===== config.mk =====
export PLATFORM = sky130hd
export DESIGN_NAME = gated_clk_div
export DESIGN_NICKNAME = d
export VERILOG_FILES = /design/src/rtl/clkdiv_pkg.sv /design/src/rtl/clkdiv_decode.sv /design/src/rtl/clkdiv_core.sv /design/src/rtl/gated_clk_div.sv
export SDC_FILE = /design/constraint.sdc
export NUM_CORES = 1
export LEC_CHECK = 0
export BUFFER_PORTS_ARGS = -buffer_cell sky130_fd_sc_hd__buf_4
export CELL_PAD_IN_SITES_DETAIL_PLACEMENT = 0
export CELL_PAD_IN_SITES_GLOBAL_PLACEMENT = 2
export CORE_MARGIN = 8
export CORE_UTILIZATION = 27
export DETAILED_ROUTE_END_ITERATION = 10
export PLACE_DENSITY = 0.86
export SYNTH_ARGS = -nofsm -noshare
export SYNTH_HDL_FRONTEND = slang
export SYNTH_HIERARCHICAL = 1
export SYNTH_SLANG_ARGS = --single-unit

===== constraint.sdc =====
create_clock -name clk_i -period 3.1 [get_ports clk_i]
set_input_delay 0.62 -clock clk_i [delete_from_list [all_inputs] [get_ports clk_i]]
set_output_delay 0.62 -clock clk_i [all_outputs]
set_load 0.05 [all_outputs]

===== src/rtl/clkdiv_pkg.sv =====
package clkdiv_pkg;

    typedef enum logic [1:0] {
        ADDR_GATE  = 2'd0,
        ADDR_DIV   = 2'd1,
        ADDR_STAT  = 2'd2,
        ADDR_RATIO = 2'd3
    } clkdiv_addr_e;

    localparam int STAT_ERR_BIT  = 0;
    localparam int STAT_BUSY_LO  = 3;
    localparam int STAT_BUSY_HI  = 4;

endpackage


===== src/rtl/clkdiv_decode.sv =====
module clkdiv_decode #(
    parameter int DIV_W   = 5,
    parameter int RATIO_W = 6
) (
    input  logic [DIV_W-1:0]   field_i,
    output logic [RATIO_W-1:0] ratio_o
);
    localparam logic [RATIO_W-1:0] RATIO_MAX = RATIO_W'(2 ** DIV_W);

    logic [RATIO_W-1:0] raw;

    generate
        if (DIV_W == 6) begin : g_ext
            always_comb begin
                if (field_i[5]) raw = RATIO_W'({field_i[4:0], 6'b000000});
                else            raw = RATIO_W'(field_i);
            end
        end else begin : g_norm
            always_comb raw = RATIO_W'(field_i);
        end
    endgenerate

    always_comb begin
        if (raw == '0)                   ratio_o = RATIO_MAX;
        else if (raw == RATIO_W'(1))     ratio_o = RATIO_W'(2);
        else                             ratio_o = raw;
    end

endmodule


===== src/rtl/clkdiv_core.sv =====
module clkdiv_core #(
    parameter int RATIO_W = 6
) (
    input  logic               clk_i,
    input  logic               rst_ni,
    input  logic [RATIO_W-1:0] ratio_i,
    input  logic               gate_i,
    output logic               wrap_o,
    output logic               clk_o
);
    typedef struct packed {
        logic [RATIO_W-1:0] cnt;
        logic               gate;
        logic               out;
    } core_st_t;

    core_st_t s_d, s_q;
    logic [RATIO_W-1:0] hi_len;

    always_comb begin
        s_d    = s_q;
        hi_len = ratio_i >> 1;
        wrap_o = (s_q.cnt == ratio_i - RATIO_W'(1));
        if (wrap_o) begin
            s_d.cnt  = '0;
            s_d.gate = gate_i;
        end else begin
            s_d.cnt  = s_q.cnt + RATIO_W'(1);
        end
        s_d.out = s_d.gate && (s_d.cnt < hi_len);
    end

    always_ff @(posedge clk_i or negedge rst_ni) begin
        if (!rst_ni) s_q <= '0;
        else         s_q <= s_d;
    end

    assign clk_o = s_q.out;

    assert_rise_at_start_R10: assert property (@(posedge clk_i) disable iff (!rst_ni)
        $rose(clk_o) |-> (s_q.cnt == '0));

    assert_gate_at_boundary_R9: assert property (@(posedge clk_i) disable iff (!rst_ni)
        !$stable(s_q.gate) |-> (s_q.cnt == '0));

endmodule


===== src/rtl/gated_clk_div.sv =====
module gated_clk_div
    import clkdiv_pkg::*;
#(
    parameter int DIV_W  = 5,
    parameter int EN_BIT = 3,
    parameter int DATA_W = 32
) (
    input  logic              clk_i,
    input  logic              rst_ni,
    input  logic              cfg_wr_i,
    input  logic [1:0]        cfg_waddr_i,
    input  logic [DATA_W-1:0] cfg_wdata_i,
    input  logic [1:0]        rd_addr_i,
    output logic [DATA_W-1:0] rd_data_o,
    output logic              clk_o
);
    localparam int RATIO_W = (DIV_W == 6) ? 11 : DIV_W + 1;
    localparam logic [RATIO_W-1:0] RATIO_RST = RATIO_W'(2 ** DIV_W);

    typedef struct packed {
        logic               en;
        logic [DIV_W-1:0]   div;
        logic               pend;
        logic               err;
        logic [RATIO_W-1:0] ratio;
    } top_st_t;

    top_st_t s_d, s_q;
    logic [RATIO_W-1:0] ratio_new;
    logic               wrap;
    logic               wr_div;
    logic [DATA_W-1:0]  stat_word;
    logic               unused_wdata;

    assign unused_wdata = ^cfg_wdata_i;

    clkdiv_decode #(.DIV_W(DIV_W), .RATIO_W(RATIO_W)) u_decode (
        .field_i (s_q.div),
        .ratio_o (ratio_new)
    );

    clkdiv_core #(.RATIO_W(RATIO_W)) u_core (
        .clk_i   (clk_i),
        .rst_ni  (rst_ni),
        .ratio_i (s_q.ratio),
        .gate_i  (s_q.en),
        .wrap_o  (wrap),
        .clk_o   (clk_o)
    );

    always_comb begin
        s_d    = s_q;
        wr_div = cfg_wr_i && (cfg_waddr_i == ADDR_DIV);
        if (cfg_wr_i && (cfg_waddr_i == ADDR_GATE))
            s_d.en = cfg_wdata_i[EN_BIT];
        if (cfg_wr_i && (cfg_waddr_i == ADDR_STAT) && cfg_wdata_i[STAT_ERR_BIT])
            s_d.err = 1'b0;
        if (s_q.pend && wrap) begin
            s_d.ratio = ratio_new;
            s_d.pend  = 1'b0;
        end
        if (wr_div) begin
            if (s_q.pend) begin
                s_d.err = 1'b1;
            end else begin
                s_d.div  = cfg_wdata_i[DIV_W-1:0];
                s_d.pend = 1'b1;
            end
        end
    end

    always_ff @(posedge clk_i or negedge rst_ni) begin
        if (!rst_ni) begin
            s_q       <= '0;
            s_q.ratio <= RATIO_RST;
        end else begin
            s_q <= s_d;
        end
    end

    always_comb begin
        stat_word               = '0;
        stat_word[STAT_BUSY_HI] = s_q.pend;
        stat_word[STAT_BUSY_LO] = s_q.pend;
        stat_word[STAT_ERR_BIT] = s_q.err;
        rd_data_o               = '0;
        case (rd_addr_i)
            ADDR_GATE: rd_data_o[EN_BIT] = s_q.en;
            ADDR_DIV:  rd_data_o = DATA_W'(s_q.div);
            ADDR_STAT: rd_data_o = stat_word;
            default:   rd_data_o = DATA_W'(s_q.ratio);
        endcase
    end

    assert_busy_hold_R5: assert property (@(posedge clk_i) disable iff (!rst_ni)
        (s_q.pend && !wrap) |=> s_q.pend);

    assert_ratio_hold_R6: assert property (@(posedge clk_i) disable iff (!rst_ni)
        !(s_q.pend && wrap) |=> $stable(s_q.ratio));

    assert_reject_write_R7: assert property (@(posedge clk_i) disable iff (!rst_ni)
        (cfg_wr_i && (cfg_waddr_i == ADDR_DIV) && s_q.pend) |=> (s_q.err && $stable(s_q.div)));

    assert_ratio_min_R3: assert property (@(posedge clk_i) disable iff (!rst_ni)
        s_q.ratio >= RATIO_W'(2));

endmodule


==> results.sh <==
export IMPL_die_area_um2=8550
export IMPL_fp_dieW_um=92.4
export IMPL_ir_drop_uv=252
export IMPL_layout_common_cells="conb_1 (26), buf_4 (20), dfrtp_1 (19)"
export IMPL_yosysSeqAreaShare_pct=35.0
export IMPL_initial_core_util_pct=27.3
export IMPL_grt_max_degree=23
export IMPL_worstPathRequired_ns=3.28
export IMPL_finalCritPeriodShare_pct=93.4
export IMPL_dieHeight_um=92.4
export IMPL_drtIter0Drc=40
export IMPL_worst_pin_slew_ns=0.632
export IMPL_grt_pass1_vias=1072
export IMPL_cp_arrival_ns=3.08
export IMPL_path_class="flip-flop to flip-flop"
export IMPL_hpwlAfterDp_mm=2.57
export IMPL_area_delta_synth_final_pct=12.6
export IMPL_synth_edff_count=0
export IMPL_ctsHoldBuffers=0
export IMPL_drive_above_1_share_pct=28.2
export IMPL_wl_mm=3.21
export IMPL_wl_per_cell_um=13.1
export IMPL_rsz0062_at_grt="no"
export IMPL_pin_count=72
export IMPL_final_hold_violation_count=0
export IMPL_cp_end_kind="flip-flop"
export IMPL_clock_sinks=22
export IMPL_layout_commonest_cell="conb_1"
export IMPL_crit_fanout=9
export IMPL_port_buffer_count=18
export IMPL_skew_ns=0.00322
export IMPL_period_needed_ns=2.90
export IMPL_cts_root_buffer="clkbuf_8"
export IMPL_final_cells=245
export IMPL_maxCapViolCount=0
export IMPL_diodes=0
export IMPL_max_slew_margin_pct=57.3
export IMPL_route_met2_wl_mm=1.49
export IMPL_viasPerCell=4.20
export IMPL_dr_wl_met3_um=211
export IMPL_dp_slack_ns=0.208
export IMPL_layout_nets=216
export IMPL_setup_ws_ns=0.204
export IMPL_ys_types=41
export IMPL_setup_viol=0
export IMPL_tritoncts_num_buffers=3
export IMPL_postRouteAntennaNets=0
export IMPL_first_pass_iters=4
export IMPL_grt_pass1_wl_mm=5.31
export IMPL_dp_cells=241
export IMPL_cts_tree="done"
export IMPL_overflow=0
export IMPL_max_freq_mhz=345
export IMPL_final_setup_tns_ns=0
export IMPL_drc_errors=0
export IMPL_slew_viol_final=0
export IMPL_ys_ff_latch=22
export IMPL_grtUsageTotal_pct=7.51
export IMPL_h_tree_depth=1
export IMPL_p_per_area_nw_per_um2=514
export IMPL_path_clk_slew_ns=0.08
export IMPL_synthFlopType="dfrtp_1"
export IMPL_vias=1030
export IMPL_core_um2=5780
export IMPL_hold_ws_ns=0.234
export IMPL_outcome="finished, final reports clean"
export IMPL_async_flop_share_pct=100
export IMPL_rows=28
export IMPL_avgSynthCellArea_um2=10.3
export IMPL_ys_warn_count=6
export IMPL_hp_class="input port to async pin"
export IMPL_syn_cell_area_um2=1580
export IMPL_startpoint_type="flip-flop"
export IMPL_post_route_util_pct=30.7
export IMPL_cts_buffer_depth=2
export IMPL_synthCells=153
export IMPL_top_layer="met4"
export IMPL_insertion_delay_ns=0.26
export IMPL_antenna_found_initial=0
export IMPL_globalplace_congestion=0.724
export IMPL_route_layer_met1_wl_mm=1.50
export IMPL_p_leak_uw=0.000839
[layout make-up]
| type | instances | area (um^2) |
|---|---|---|
| Clock buffer | 3 | 41.3 |
| Clock inverter | 1 | 30.0 |
| Fill cell | 633 | 4000 |
| Inverter | 10 | 37.5 |
| Multi-Input combinational cell | 114 | 870 |
| Sequential cell | 22 | 554 |
| Tap cell | 75 | 93.8 |
| Timing Repair Buffer | 20 | 150 |
[where the power goes]
| part | switching (uW) | internal, uW | total (uW) |
|---|---|---|---|
| Sequential | 52.0 | 326 | 378 |
| Combinational | 157 | 109 | 266 |
| Clock | 95.8 | 172 | 268 |
[path summary, 6_finish.rpt]
path | start | to | slack (ns) | cells after the start
max in group asynchronous | rst_ni | s_q[5] | 2.59 | 1
worst min register to register | u_core/s_q[1] | u_core/s_q[1] | 0.53 | 1
worst min-delay path | rst_ni | s_q[7] | 0.23 | 1
min in group clk_i | u_core/s_q[1] | u_core/s_q[1] | 0.53 | 1
worst max register to register | s_q[0] | u_core/clk_o | 0.20 | 10
worst max-delay path | s_q[0] | u_core/clk_o | 0.20 | 10
[cell families after synthesis]
kind of cell               Yosys count  share of synthesized area [%]
DFF                                 22                           35.0
AOI/OAI and AO/OA                   16                           7.85
and+or+nand+nor                     37                           14.8
muxes                               18                           14.8
buffers and inverters               42                           16.4
xor gates and xnor gates            11                           6.11
adders and majority gates            6                           4.76
other                                1                          0.238
[worst max-delay path: stages, from the launching register on]
cell and delay (ns):
dfrtp_2 0.47, nor4_4 0.32, a21oi_1 0.13, or4_4 0.59, nor2_8 0.20, nor2_1 0.09
ha_1 0.31, a21o_1 0.18, a21oi_1 0.18, o2111ai_1 0.14, a22oi_1 0.19
[cell usage after synthesis, types with 2 or more instances]
master	instances	area share, %
a21oi_1	3	0.95
a22o_1	2	1.1
and3_1	4	1.6
buf_4	27	13
clkbuf_1	5	1.2
dfrtp_1	21	33
ha_1	6	4.8
inv_1	10	2.4
mux2_2	9	6.4
mux2_4	6	5.7
mux2i_1	2	1.3
nand2_1	4	0.95
nand3_1	3	0.95
nand4b_1	2	1.1
nor2_1	9	2.1
nor2b_1	4	1.6
nor3_1	2	0.63
o311ai_0	2	1.1
xnor2_1	6	3.3
xor2_1	5	2.8
[sequential cells by signal, summed over array words and instances, names as in the netlist]
name          flops
s_q              14
u_core/s_q        7
u_core/clk_o      1
[layer usage]
layer / vias to the layer above / track usage (%)
li1: 510 / -
met1: 487 / 9.21
met2: 31 / 12.5
met3: 2 / 2.91
met4: 0 / 0.805
met5: - / 0
[per-stage QoR]
| stage | power (uW) | cell area [um^2] |
|---|---|---|
| 2_1_floorplan | 625 | 1670 |
| 3_3_place_gp | 650 | 1690 |
| 3_5_place_dp | 653 | 1690 |
| 4_1_cts | 925 | 1770 |
| 5_1_grt | 958 | 1780 |
| 6_report | 913 | 1780 |
[repair_timing]
action                     4_1_cts  5_1_grt
gates resized for setup          0        3
setup buffers                    0        0
setup endpoints to repair        0        1
(Power assumes the default switching activity.)
